**src/rtl/phy_cr_pkg.sv**
```systemverilog
package phy_cr_pkg;

  typedef enum logic [1:0] {
    OP_ADDR  = 2'd0,
    OP_WRITE = 2'd1,
    OP_READ  = 2'd2,
    OP_RSVD  = 2'd3
  } cr_op_e;

  // strobe index inside the strobe vector
  typedef enum logic [1:0] {
    STB_CADDR = 2'd0,
    STB_CDATA = 2'd1,
    STB_WR    = 2'd2,
    STB_RD    = 2'd3
  } stb_idx_e;

  typedef enum logic [2:0] {
    S_IDLE,
    S_SETUP,
    S_HI,
    S_LO,
    S_RSTP,
    S_DONE
  } cr_state_e;

  localparam int unsigned NUM_STB = 4;

endpackage

```
**src/rtl/phy_cr_sync.sv**
```systemverilog
module phy_cr_sync #(
  parameter int unsigned STAGES = 2
) (
  input  logic clk,
  input  logic rst_n,
  input  logic d,
  output logic q
);

  generate
    if (STAGES == 0) begin : g_bypass
      assign q = d;
    end else begin : g_chain
      logic [STAGES-1:0] chain;
      always_ff @(posedge clk) begin
        if (!rst_n) begin
          chain <= '0;
        end else if (STAGES == 1) begin
          chain <= d;
        end else begin
          chain <= {chain[STAGES-2:0], d};
        end
      end
      assign q = chain[STAGES-1];
    end
  endgenerate

endmodule

```
**src/rtl/phy_cr_poll.sv**
```systemverilog
module phy_cr_poll #(
  parameter int unsigned GAP = 100,
  parameter int unsigned MAX = 10
) (
  input  logic clk,
  input  logic rst_n,
  input  logic active,   // a wait is in progress
  input  logic restart,  // start a fresh wait next cycle
  input  logic ack,
  input  logic level,    // acknowledge level awaited
  output logic met,
  output logic expired
);

  localparam int unsigned IW = (GAP > 1) ? $clog2(GAP) : 1;
  localparam int unsigned PW = $clog2(MAX + 1);

  logic [IW-1:0] ivl;
  logic [PW-1:0] cnt;
  logic          tick;

  assign tick    = (ivl == IW'(GAP - 1));
  assign met     = active && tick && (ack == level);
  assign expired = active && tick && (ack != level) && (cnt == PW'(MAX - 1));

  always_ff @(posedge clk) begin
    if (!rst_n || !active || restart) begin
      ivl <= '0;
      cnt <= '0;
    end else if (tick) begin
      ivl <= '0;
      cnt <= cnt + 1'b1;
    end else begin
      ivl <= ivl + 1'b1;
    end
  end

  // a wait never counts past its poll budget
  a_r7_poll_bound: assert property (@(posedge clk) disable iff (!rst_n)
    active |-> (cnt < PW'(MAX)));

  // an expiry ends the wait, so the counters restart from zero
  a_r7_expiry_restarts: assert property (@(posedge clk) disable iff (!rst_n)
    (expired && !restart) |=> (cnt == '0 || !active));

endmodule

```
**src/rtl/phy_cr_master.sv**
```systemverilog
module phy_cr_master
  import phy_cr_pkg::*;
#(
  parameter int unsigned DW        = 16,
  parameter int unsigned POLL_GAP  = 100,
  parameter int unsigned MAX_POLLS = 10,
  parameter int unsigned ACK_SYNC  = 2
) (
  input  logic          clk,
  input  logic          rst_n,
  input  logic          cmd_valid,
  output logic          cmd_ready,
  input  logic [1:0]    cmd_op,
  input  logic [DW-1:0] cmd_data,
  output logic          rsp_valid,
  output logic          rsp_err,
  output logic [DW-1:0] rsp_rdata,
  output logic          busy,
  output logic [DW-1:0] phy_din,
  output logic          phy_cap_addr,
  output logic          phy_cap_data,
  output logic          phy_wr,
  output logic          phy_rd,
  input  logic          phy_ack,
  input  logic [DW-1:0] phy_dout
);

  cr_state_e          state;
  cr_op_e             op;
  stb_idx_e           phase;
  logic [NUM_STB-1:0] stb;
  logic               rst_req;
  logic               ack_s;
  logic               waiting, level, hit, miss, restart;

  phy_cr_sync #(.STAGES(ACK_SYNC)) u_sync (
    .clk  (clk),
    .rst_n(rst_n),
    .d    (phy_ack),
    .q    (ack_s)
  );

  assign waiting = (state == S_HI) || (state == S_LO);
  assign level   = (state == S_HI);
  assign restart = (state == S_HI) && hit;

  phy_cr_poll #(.GAP(POLL_GAP), .MAX(MAX_POLLS)) u_poll (
    .clk    (clk),
    .rst_n  (rst_n),
    .active (waiting),
    .restart(restart),
    .ack    (ack_s),
    .level  (level),
    .met    (hit),
    .expired(miss)
  );

  always_ff @(posedge clk) begin
    if (!rst_n) begin
      state     <= S_IDLE;
      op        <= OP_ADDR;
      phase     <= STB_CADDR;
      stb       <= '0;
      rst_req   <= 1'b0;
      phy_din   <= '0;
      rsp_err   <= 1'b0;
      rsp_rdata <= '0;
    end else begin
      unique case (state)
        S_IDLE: begin
          if (cmd_valid) begin
            op      <= cr_op_e'(cmd_op);
            rst_req <= cmd_data[0];
            rsp_err <= 1'b0;
            unique case (cr_op_e'(cmd_op))
              OP_ADDR: begin
                phy_din <= cmd_data;
                phase   <= STB_CADDR;
                state   <= S_SETUP;
              end
              OP_WRITE: begin
                phy_din <= cmd_data;
                phase   <= STB_CDATA;
                state   <= S_SETUP;
              end
              OP_READ: begin
                phase <= STB_RD;
                state <= S_SETUP;
              end
              default: begin
                rsp_err <= 1'b1;
                state   <= S_DONE;
              end
            endcase
          end
        end
        S_SETUP: begin
          stb[phase] <= 1'b1;
          state      <= S_HI;
        end
        S_HI: begin
          if (hit) begin
            stb   <= '0;
            state <= S_LO;
            if (phase == STB_RD) rsp_rdata <= phy_dout;
          end else if (miss) begin
            stb     <= '0;
            rsp_err <= 1'b1;
            state   <= S_DONE;
          end
        end
        S_LO: begin
          if (hit) begin
            if (op == OP_WRITE && phase == STB_CDATA) begin
              phase <= STB_WR;
              if (rst_req) begin
                stb[STB_WR] <= 1'b1;
                state       <= S_RSTP;
              end else begin
                state <= S_SETUP;
              end
            end else begin
              state <= S_DONE;
            end
          end else if (miss) begin
            stb     <= '0;
            rsp_err <= 1'b1;
            state   <= S_DONE;
          end
        end
        S_RSTP: begin
          stb   <= '0;
          state <= S_DONE;
        end
        default: begin
          state <= S_IDLE;
        end
      endcase
    end
  end

  assign cmd_ready    = (state == S_IDLE);
  assign busy         = (state != S_IDLE);
  assign rsp_valid    = (state == S_DONE);
  assign phy_cap_addr = stb[STB_CADDR];
  assign phy_cap_data = stb[STB_CDATA];
  assign phy_wr       = stb[STB_WR];
  assign phy_rd       = stb[STB_RD];

  // strobes are mutually exclusive and quiet while idle
  a_r8_one_strobe: assert property (@(posedge clk) disable iff (!rst_n)
    $onehot0({phy_cap_addr, phy_cap_data, phy_wr, phy_rd}));
  a_r8_idle_quiet: assert property (@(posedge clk) disable iff (!rst_n)
    !busy |-> !(phy_cap_addr || phy_cap_data || phy_wr || phy_rd));
  // data-in bus holds while any strobe is up
  a_r8_din_held: assert property (@(posedge clk) disable iff (!rst_n)
    (phy_cap_addr || phy_cap_data || phy_wr || phy_rd) |=> $stable(phy_din));
  // response is a single-cycle pulse, busy ends right after it
  a_r2_done_pulse: assert property (@(posedge clk) disable iff (!rst_n)
    rsp_valid |=> !rsp_valid);
  a_r2_busy_to_done: assert property (@(posedge clk) disable iff (!rst_n)
    $fell(busy) |-> $past(rsp_valid));
  // the reset write strobe lasts one cycle
  a_r5_reset_pulse: assert property (@(posedge clk) disable iff (!rst_n)
    ($rose(phy_wr) && rst_req) |=> (!phy_wr && rsp_valid));

endmodule

```
**config.mk**
```make
export PLATFORM = sky130hd
export DESIGN_NAME = phy_cr_master
export DESIGN_NICKNAME = d
export VERILOG_FILES = /design/src/rtl/phy_cr_pkg.sv /design/src/rtl/phy_cr_sync.sv /design/src/rtl/phy_cr_poll.sv /design/src/rtl/phy_cr_master.sv
export SDC_FILE = /design/constraint.sdc
export NUM_CORES = 1
export LEC_CHECK = 0
export ABC_CLOCK_PERIOD_IN_PS = 2500
export BUFFER_PORTS_ARGS = -buffer_cell sky130_fd_sc_hd__buf_2
export CELL_PAD_IN_SITES_DETAIL_PLACEMENT = 0
export CELL_PAD_IN_SITES_GLOBAL_PLACEMENT = 1
export CORE_AREA = 2 2 79 99
export CTS_CLUSTER_DIAMETER = 150
export DETAILED_ROUTE_END_ITERATION = 16
export DIE_AREA = 0 0 81 101
export GPL_TIMING_DRIVEN = 1
export PLACE_DENSITY_LB_ADDON = 0.25
export SYNTH_ARGS = -nofsm -noshare
export SYNTH_HDL_FRONTEND = slang
export SYNTH_SLANG_ARGS = --single-unit
```
**constraint.sdc**
```tcl
create_clock -name clk -period 2.5 [get_ports clk]
set_input_delay 0.25 -clock clk [delete_from_list [all_inputs] [get_ports clk]]
set_output_delay 0.25 -clock clk [all_outputs]
set_load 0.05 [all_outputs]
```
# After elaboration in Yosys (flattened, before gate mapping)
# Cells that the tools add are included.
[word_totals]
regBits = 58
latch_bits = 0
ram_bits = 0
rom_bits = 0
out_inout_bits = 40
elab_cells = 97
mem_count = 0
[classes]
n_addsub = 2
mul = 0
n_div = 0
n_lt_le_gt_ge = 2
eq_ne = 23
shifts = 0
n_mux = 28
n_bitwise = 1
reduce_logical = 29
[op_table]
columns = ["operator", "count"]
rows = [
  ["two-way mux 3 bit", 7],
  ["one-hot mux 4 bit (4 select lines)", 1],
  ["one-hot mux 3 bit (5 select lines)", 1],
  ["two-way mux 1 bit", 9],
  ["AND reduction 3 bit", 3],
  ["two-way mux 2 bit", 4],
  ["two-way mux 4 bit", 2],
  ["!= test 2 bit (second input constant)", 4],
  ["adder 7 x 1 -> 7 bit (second input constant)", 1],
  ["== test 7 bit (second input constant)", 1],
  ["logical AND 1 bit", 7],
  ["== test 2 x 1 -> 1 bit (second input constant)", 3],
  ["== test 3 x 2 -> 1 bit (second input constant)", 2],
  ["== test 3 bit (second input constant)", 2],
  ["one-hot mux 2 bit (3 select lines)", 1],
  ["OR reduction 2 bit", 3],
  ["AND reduction 5 bit", 1],
  ["adder 4 x 1 -> 4 bit (second input constant)", 1],
  ["== test 2 bit (second input constant)", 2],
  ["== test 4 bit (second input constant)", 1],
  ["!= test 2 x 1 -> 1 bit (second input constant)", 2],
  ["!= test 4 x 1 -> 1 bit (second input constant)", 1],
  ["OR 4 bit", 1],
  ["one-hot mux 2 bit (2 select lines)", 1],
  ["19 further kinds", 24],
]

# Logic depth before layout (Yosys ltp)
# Gate-level depths: netlist of the first run.
[depth]
word_depth = 8
depth_mapped = 9
ltp_nobuf = 7

# Hierarchy
# Synthesis of the first run repeated with hierarchy kept, for this count alone.
[hier_totals]
cells_unflattened = 284
hier_area_um2 = 2582.5
[by_module_without_submodules]
columns = ["module", "instances", "cells_each", "area_per_inst_um2", "seq_area_each_um2"]
rows = [
  ["phy_cr_master", 1, 221, 2014.4, 900.9],
  ["phy_cr_poll", 1, 59, 515.5, 220.2],
  ["phy_cr_sync", 1, 4, 52.6, 40.0],
]

# Least setup slack after synthesis of the first run
# OpenSTA, ideal clock, no wires.
[synth_path]
path_kind = "reg2reg"
start = "register state[2]"
end = "register phy_din[11]"
setup_ns = 0.076
t_arrival_ns = 2.181
required_time_ns = 2.424
slack_ns = 0.244
stages_incl_launch_ff = 9
path_buffers = 3
period_less_slack_ns = 2.256
cell_sequence = "dfxtp_1 -> buf_2 -> nor3_2 -> and2_1 -> buf_2 -> o21a_1 -> buf_2 -> nand2_1 -> a21boi_0"
[synth_via]
elab_chain_len = 2
[synth_rtl]
columns = ["item", "line_no", "rtl"]
rows = [
  ["start, declared", "phy_cr_master.sv:28", "cr_state_e state;"],
  ["start signal, assigned", "phy_cr_master.sv:60", "state <= S_IDLE;"],
  ["start signal, assigned", "phy_cr_master.sv:79", "state <= S_SETUP;"],
  ["start signal, assigned", "phy_cr_master.sv:84", "state <= S_SETUP;"],
  ["zero test 3 bit", "n/a", ""],
  ["via cmd_ready", "phy_cr_master.sv:12", "output logic cmd_ready,"],
  ["AND reduction 3 bit (no source line)", "n/a", ""],
  ["end signal, assigned", "phy_cr_master.sv:77", "phy_din <= cmd_data;"],
  ["end signal, assigned", "phy_cr_master.sv:82", "phy_din <= cmd_data;"],
  ["end, declared", "phy_cr_master.sv:19", "output logic [DW-1:0] phy_din,"],
]
# The timed path passes the listed nets, and every way through them passes these cells.
# A chain may end at the register's enable or synchronous reset.

# Worst setup path in the final report of the first run
[layout_path]
start = "register u_poll.ivl[0]"
end = "register rsp_rdata[15]"
[layout_via]
elab_chain_len = 4
[layout_rtl]
columns = ["item", "line_no", "rtl"]
rows = [
  ["start, declared", "phy_cr_poll.sv:18", "logic [IW-1:0] ivl;"],
  ["start signal, assigned", "phy_cr_poll.sv:34", "ivl <= ivl + 1'b1;"],
  ["== test 7 bit", "phy_cr_poll.sv:22", "assign tick = (ivl == IW'(GAP - 1));"],
  ["logical AND 1 bit (2 in a row)", "phy_cr_poll.sv:23", "assign met = active && tick && (ack == level);"],
  ["AND reduction 3 bit (no source line)", "n/a", ""],
  ["end signal, assigned", "phy_cr_master.sv:105", "if (phase == STB_RD) rsp_rdata <= phy_dout;"],
  ["end, declared", "phy_cr_master.sv:17", "output logic [DW-1:0] rsp_rdata,"],
]
# Every way passes these cells.

==> results.py, run 1 <==
metrics = {
    "sta": {
        "worst_pin_slew_ns": 0.493,
        "period_share": 0.811,
        "max_freq_ghz": 0.493,
        "setup_slack_ns": 0.471,
        "maxSlewViolCount": 0,
        "max_slew_margin": 0.667,
        "setup_viol": 0,
        "period_needed_ns": 2.03,
        "skew_ns": 0.00655,
        "hold_violations": 0,
        "rsz0062_at_grt": "no",
        "tns_ns": 0,
    },
    "setup_path": {
        "worstPathCellList": "ha_1 > nand4bb_4 > or2_1 > or4_4 > nand2_1 > a21boi_0",
        "cp_data_arrival_time_ns": 2.25,
        "worstSetupStartpointType": "register",
        "worstPathMaxFanout": 16,
        "r2r_setup_slack_ns": 0.47,
        "crit_slowest_cell": "or4_4",
        "required_ns": 2.72,
        "worstSetupPathType": "reg2reg",
        "slowest_delay_ns": 0.64,
        "cp-end-kind": "register",
    },
    "synthesis": {
        "async_reset_ff_frac": 0,
        "yosysMostFrequentCell": "nand2_1",
        "synth_edf_count": 0,
        "yosys.area.top_type": "dfxtp_1",
        "netlist_top_cells_count": "nand2_1, dfxtp_1, a21boi_0, nor2_1",
        "synth_seq_cells": 58,
        "synth_area_um2": 2610,
        "ys_top_cells_by_area": "dfxtp_1, nand2_1, a21boi_0",
        "yosys_warnings": 0,
        "synth_cell_types": 46,
        "seq_area_frac_synth": 0.445,
        "synth_top_area_frac": 0.445,
        "synth_nets": 346,
        "post_synth_inst_count": 301,
        "synth_flop_cell": "dfxtp_1",
        "avgSynthCellArea_um2": 8.67,
    },
    "clock_tree": {
        "clockRootBuffer": "clkbuf_8",
        "clk_pin_slew_ns": 0.06,
        "cts_tree": "built",
        "cts_buffers": 9,
        "post_cts_buffers": 0,
        "clk_path_buf_depth": 2,
        "cts_resized": 0,
        "holdBufCountCts": 0,
        "clock_sinks": 58,
        "clock_latency_ns": 0.33,
        "h-tree-depth": 3,
    },
    "grt": {
        "grt_use_total": 0.151,
        "grt_max_degree": 36,
        "grt_pass1_wl_um": 9400,
        "grt_pass1_vias": 2038,
        "antenna_found_initial": 0,
        "overflow": 0,
    },
    "layout": {
        "layout-drive-gt1-share": 0.275,
        "area_delta_synth_final_pct": 26.1,
        "nets": 425,
        "n_antenna_cell": 0,
    },
    "drt": {
        "totalWireLength_um": 5870,
        "drc": 0,
        "viasPerCell": 4.76,
        "drtAntennaViolNets": 0,
        "drtIter0Drc": 104,
        "routed-via-count": 2272,
        "dr.pass1.iters": 4,
        "wl_per_cell_um": 12.3,
    },
    "floorplanning": {
        "die_height_um": 101,
        "die_area_um2": 8180,
        "start_util": 0.359,
        "core_area_um2": 7270,
        "io_pins": 78,
        "fp-row-count": 35,
        "die_w_um": 81,
    },
    "place": {
        "dpl.hpwl_um": 4250,
        "place_congestion": 0.801,
        "portBuffers": 77,
        "place_ws_ns": 0.472,
    },
    "pwr": {
        "p_total_mw": 2.58,
        "leakage_nw": 1.37,
        "powerDensity_nw_per_um2": 784,
        "ir_drop_uv": 444,
    },
    "outcome": {
        "outcome": "complete, no violations",
    },
    "min_path": {
        "min_path_type": "in2reg",
    },
    "run": {
        "max_cap_viol_count": 0,
    },
}
==> layer usage <==
metal / wire length (µm) / vias to the layer above / track usage
li1: - / 1168 / -
met3: 299 / 10 / 0.0358
met5: 0 / - / 0
met4: 115 / 0 / 0.0769
met2: 2760 / 56 / 0.241
met1: 2690 / 1038 / 0.189
==> stage by stage <==
| step | utilization | cells | cell area [µm²] | hold slack, ns |
|---|---|---|---|---|
| 3_5_place_dp | 0.421 | 461 | 3060 | 0.428 |
| 5_1_grt | 0.453 | 477 | 3290 | 0.129 |
| 2_1_floorplan | - | 301 | 2610 | 0.377 |
| 4_1_cts | 0.453 | 477 | 3290 | 0.105 |
| 3_3_place_gp | 0.421 | 461 | 3060 | 0.423 |
| 6_report | 0.453 | 477 | 3290 | 0.122 |
==> cell type report <==
| class | instances | area, µm² |
|---|---|---|
| clock inverter | 4 | 73.8 |
| fill | 782 | 3980 |
| clock buffer | 12 | 155 |
| multi-input combinational | 216 | 1310 |
| timing repair buffer | 84 | 438 |
| sequential | 58 | 1160 |
| inverter | 11 | 41.3 |
| tap | 92 | 115 |
==> power by group <==
group	switching, mW	internal (mW)	total, mW
clock network	0.373	0.616	0.989
registers	0.0498	0.981	1.03
logic	0.379	0.180	0.559
total	0.802	1.78	2.58
==> path summary, 6_finish.rpt <==
check / from / to / depth (start not counted)
hold reg to reg: u_sync.g_chain.chain[0] / u_sync.g_chain.chain[1] / 1
setup reg to reg: u_poll.ivl[0] / rsp_rdata[15] / 6
hold / removal: phy_ack / u_sync.g_chain.chain[0] / 2
setup / recovery: u_poll.ivl[0] / rsp_rdata[15] / 6
==> logic make-up (layout without fill, tap and decap cells) <==
group | after synthesis | count (layout) | synth area share
flops | 58 | 58 | 0.445
mux | 5 | 5 | 0.0192
xor+xnor | 9 | 9 | 0.0302
simple gates | 131 | 131 | 0.241
fa+ha+maj | 9 | 9 | 0.0412
compound gates | 62 | 62 | 0.170
buf+inv | 27 | 111 | 0.0542
==> sequential cells by signal, summed over array words and instances (netlist names) <==
signal                cells
phase                     2
rsp_err                   1
u_sync.g_chain.chain      2
stb                       4
u_poll.ivl                7
state                     3
rst_req                   1
op                        2
rsp_rdata                16
phy_din                  16
u_poll.cnt                4
==> critical path: cells and delay by family (launching register included) <==
family                   cells  cell delay (ns)
flip-flops                   1             0.35
adder cells (fa/ha/maj)      1             0.25
AO/OA/AOI/OAI                1             0.07
AND/OR/NAND/NOR              4             1.24
==> cells in the final DEF (no fill, tap or decap), drive strengths merged, types with 6 or more instances in the layout <==
cell | Yosys | routed
inv | 11 | 11
clkbuf | 6 | 12
buf | 10 | 84
dfxtp | 58 | 58
a21boi | 33 | 33
nor2 | 21 | 21
ha | 7 | 7
nand2 | 76 | 76
a21oi | 6 | 6
o21ai | 6 | 6
(Power assumes the default switching activity.)
==> run 2: changes to the inputs <==
Settings changed: ABC_CLOCK_PERIOD_IN_PS 2500 to 1700, CORE_AREA 2 2 79 99 to 2 2 82 103, DIE_AREA 0 0 81 101 to 0 0 84 105.
Clock period 2.5 ns to 1.7 ns, I/O delays scaled along.
==> results.py, run 2 (synthesis results as in run 1) <==
metrics = {
    "clock_tree": {
        "clock_latency_ns": 0.33,
        "clockRootBuffer": "clkbuf_8",
        "cts_tree": "built",
        "cts_buffers": 9,
        "clock_sinks": 58,
        "clk_pin_slew_ns": 0.07,
        "clk_path_buf_depth": 2,
        "h-tree-depth": 3,
    },
    "drt": {
        "viasPerCell": 4.60,
        "drtIter0Drc": 103,
        "routed-via-count": 2336,
        "drtAntennaViolNets": 0,
        "dr.pass1.iters": 4,
        "drc": 0,
        "wl_per_cell_um": 12.6,
        "totalWireLength_um": 6380,
    },
    "setup_path": {
        "worstPathMaxFanout": 8,
        "worstSetupPathType": "reg2reg",
        "critPathBufInv": 3,
        "worstSetupStartpointType": "register",
        "crit_slowest_cell": "dfxtp_2",
        "cp-end-kind": "register",
        "worstPathCellList": "ha_4 > nand4bb_4 > or2_4 > buf_6 > nor4_4 > buf_4 > clkbuf_16 > nand2_1 > a21boi_1",
        "path_delay_family": "simple AND/OR/NAND/NOR gates",
        "cp_data_arrival_time_ns": 2.04,
        "r2r_setup_slack_ns": -0.07,
        "slowest_delay_ns": 0.35,
        "required_ns": 1.97,
    },
    "run": {
        "max_cap_viol_count": 0,
    },
    "place": {
        "dpl.hpwl_um": 4600,
        "place_congestion": 0.782,
        "portBuffers": 77,
        "place_ws_ns": -0.0767,
    },
    "pwr": {
        "powerDensity_nw_per_um2": 1070,
        "leakage_nw": 1.57,
        "ir_drop_uv": 555,
    },
    "sta": {
        "hold_violations": 0,
        "period_share": 1.04,
        "worst_pin_slew_ns": 0.482,
        "max_slew_margin": 0.677,
        "max_freq_ghz": 0.566,
        "skew_ns": 0.00775,
        "maxSlewViolCount": 0,
        "rsz0062_at_grt": "yes",
        "tns_ns": -0.764,
        "fin_hold_ws_ns": 0.0422,
        "period_needed_ns": 1.77,
        "setup_slack_ns": -0.0680,
        "setup_viol": 16,
    },
    "layout": {
        "layout_commonest_cell": "buf_2",
        "final_util": 0.468,
        "reg.largest.list": "phy_din (16), rsp_rdata (16), u_poll.ivl (7)",
        "layout-drive-gt1-share": 0.378,
        "area_delta_synth_final_pct": 39.8,
        "mostFrequentLayoutCells": "buf_2, nand2_1, dfxtp_1",
        "n_antenna_cell": 0,
        "nets": 454,
    },
    "outcome": {
        "outcome": "finished with violations",
        "violations": "negative setup slack",
    },
    "floorplanning": {
        "fp-row-count": 36,
        "io_pins": 78,
        "start_util": 0.335,
        "core_area_um2": 7790,
        "die_w_um": 84,
        "die_height_um": 105,
        "die_area_um2": 8820,
    },
    "grt": {
        "overflow": 0,
        "grt_pass1_wl_um": 10400,
        "grt_pass1_vias": 2251,
        "grt_max_degree": 34,
        "antenna_found_initial": 0,
        "grt_use_total": 0.149,
    },
    "min_path": {
        "min_path_type": "in2reg",
    },
}
run 2: cell count changes in the layout (fill, tap and decap cells not counted), sizes merged:
cell / change
clkbuf: +1
clkinv: +1
buf: +26
run 2: area by class of cell:
cell class,instances,area [µm²]
clock buffers,10,138
clock inverters,5,78.8
fillers,786,4140
inverters,11,41.3
multi-input cells,216,1410
flip-flops and latches,58,1170
well taps,95,119
repair buffers,113,694
run 2: worst paths after layout:
path,from,endpoint,cells after the start
max,u_poll.ivl[1],rsp_rdata[9],9
min,phy_ack,u_sync.g_chain.chain[0],2
max reg2reg,u_poll.ivl[1],rsp_rdata[9],9
min reg2reg,u_sync.g_chain.chain[0],u_sync.g_chain.chain[1],1
run 2: report_power, final:
part	internal, mW	switching [mW]
clock	0.854	0.537
sequential	1.45	0.0653
combinational	0.379	0.618
total	2.68	1.22
run 2: what timing repair did:
item,4_1_cts,5_1_grt
setup buffers,0,4
pin swaps,2,7
cloned,0,1
gates resized for setup,1,22
endpoints found under the setup margin,17,39
hold buffers,0,0
run 2: per-stage QoR:
| step | cells | power [mW] | instance area [µm²] |
|---|---|---|---|
| finish | 508 | 3.90 | 3650 |
| floorplan | 301 | 2.25 | 2700 |
| CTS | 503 | 3.93 | 3530 |
| global placement | 488 | 2.53 | 3320 |
| global route | 508 | 4.12 | 3650 |
| detailed placement | 488 | 2.53 | 3320 |
run 2: per-layer routing:
| layer | vias up | GRT usage | wire (µm) | share of wire |
|---|---|---|---|---|
| met5 | - | 0 | 0 | 0 |
| met4 | 0 | 0.0484 | 72 | 0.011 |
| met3 | 6 | 0.0513 | 263 | 0.041 |
| met2 | 52 | 0.243 | 3160 | 0.50 |
| met1 | 1051 | 0.182 | 2880 | 0.45 |
| li1 | 1227 | - | - | - |
==> run 3: changes to the inputs <==
Settings changed: RECOVER_POWER from default to 100.
==> results.py, run 3 (synthesis results as in run 1) <==
metrics = {
    "outcome": {
        "outcome": "finished with violations",
        "violations": "negative setup slack",
    },
    "layout": {
        "mostFrequentLayoutCells": "nand2_1, dfxtp_1, clkbuf_1",
        "nets": 454,
        "nFillCells": 806,
        "layout-drive-gt1-share": 0.281,
        "area_delta_synth_final_pct": 37.6,
        "n_antenna_cell": 0,
        "seq_area_um2": 1170,
        "instances_no_fill": 508,
        "multi_input_area_um2": 1410,
        "layout_commonest_cell": "nand2_1",
        "stdcell_area_um2": 3590,
        "reg.largest.list": "phy_din (16), rsp_rdata (16), u_poll.ivl (7)",
        "final_util": 0.461,
    },
    "sta": {
        "max_slew_margin": 0.574,
        "rsz0062_at_grt": "yes",
        "hold_violations": 0,
        "worst_pin_slew_ns": 0.641,
        "maxSlewViolCount": 0,
        "fin_hold_ws_ns": 0.0419,
        "period_needed_ns": 1.77,
        "skew_ns": 0.00743,
        "setup_viol": 16,
        "period_share": 1.04,
        "setup_slack_ns": -0.0675,
        "max_freq_ghz": 0.566,
    },
    "floorplanning": {
        "io_pins": 78,
        "die_w_um": 84,
        "fp-row-count": 36,
        "die_height_um": 105,
        "core_area_um2": 7790,
        "die_area_um2": 8820,
        "start_util": 0.335,
    },
    "setup_path": {
        "worstPathMaxFanout": 8,
        "worstSetupStartpointType": "register",
        "cp-end-kind": "register",
        "worstSetupPathType": "reg2reg",
        "cp_data_arrival_time_ns": 2.03,
        "required_ns": 1.96,
    },
    "place": {
        "place_congestion": 0.782,
        "place_ws_ns": -0.0767,
        "dpl.cell_count": 488,
        "dpl.hpwl_um": 4600,
        "place_area_um2": 3320,
        "portBuffers": 77,
    },
    "pwr": {
        "ir_drop_uv": 530,
        "powerDensity_nw_per_um2": 1080,
        "leakage_nw": 1.40,
    },
    "clock_tree": {
        "cts_tree": "built",
        "clk_path_buf_depth": 2,
        "cts_buffers": 9,
        "clockRootBuffer": "clkbuf_8",
        "clk_pin_slew_ns": 0.07,
        "clock_sinks": 58,
        "clock_latency_ns": 0.33,
        "h-tree-depth": 3,
    },
    "min_path": {
        "min_path_type": "in2reg",
    },
    "drt": {
        "dr.pass1.iters": 4,
        "routed-via-count": 2333,
        "drtIter0Drc": 93,
        "totalWireLength_um": 6400,
        "wl_per_cell_um": 12.6,
        "drc": 0,
        "drtAntennaViolNets": 0,
        "viasPerCell": 4.59,
    },
    "grt": {
        "grt_pass1_wl_um": 10400,
        "grt_use_met1": 0.182,
        "grt_pass1_vias": 2251,
        "grt_max_degree": 34,
        "grt_use_met2": 0.243,
        "grt_use_total": 0.149,
        "antenna_found_initial": 0,
        "use_met3": 0.0513,
        "busiest_layer": "met2",
        "overflow": 0,
    },
    "run": {
        "max_cap_viol_count": 0,
    },
}
run 3: changes by cell type in the layout (fill, tap and decap cells not counted), sizes merged:
cell,previous run,this run
buf,110,70
clkbuf,13,53
run 3: area by class of cell:
class,instances,share of cell area
timing repair buffer,113,0.178
multi-input combinational,216,0.392
sequential,58,0.326
clock buffer,10,0.0383
inverter,11,0.0115
tap,95,0.0331
clock inverter,5,0.0220
run 3: final timing paths:
path	cells past startpoint	to	slack [ns]	from
max reg2reg	9	rsp_rdata[14]	-0.07	u_poll.ivl[1]
min reg2reg	1	u_sync.g_chain.chain[1]	0.45	u_sync.g_chain.chain[0]
max	9	rsp_rdata[14]	-0.07	u_poll.ivl[1]
min	2	u_sync.g_chain.chain[0]	0.04	phy_ack
run 3: metrics by stage:
stage	power [mW]	TNS (ns)
3_3_place_gp	2.53	-0.0966
3_5_place_dp	2.53	-0.560
5_1_grt	4.10	-3.22
4_1_cts	3.93	-0.494
2_1_floorplan	2.25	-3.49
6_report	3.88	-0.775
run 3: routing by layer:
layer  routed length (µm)  share of wire  vias to the layer above
met5                    0              0                        -
li1                     -              -                     1228
met2                 3150           0.49                       54
met1                 2910           0.45                     1045
met3                  269          0.042                        6
met4                   72          0.011                        0
run 3: power breakdown:
group | leakage [nW] | internal (mW) | switching (mW)
logic | 0.814 | 0.358 | 0.618
clock network | 0.112 | 0.854 | 0.536
registers | 0.473 | 1.45 | 0.0671
run 3: timing repair:
action                                  CTS  global route
buffers inserted                          0             4
gates cloned                              0             1
endpoints found under the setup margin   17            39
hold buffers                              0             0
hold endpoints to repair                  0             0
gates resized for setup                   1            22
pin swaps                                 2             7
run 3: critical path, cell delays in order, from the launching register on:
cell and delay (ns):
dfxtp_2 0.35, ha_4 0.15, nand4bb_4 0.12, or2_4 0.25, buf_6 0.12, nor4_4 0.20
buf_4 0.18, clkbuf_16 0.16, nand2_4 0.04, a21boi_1 0.13
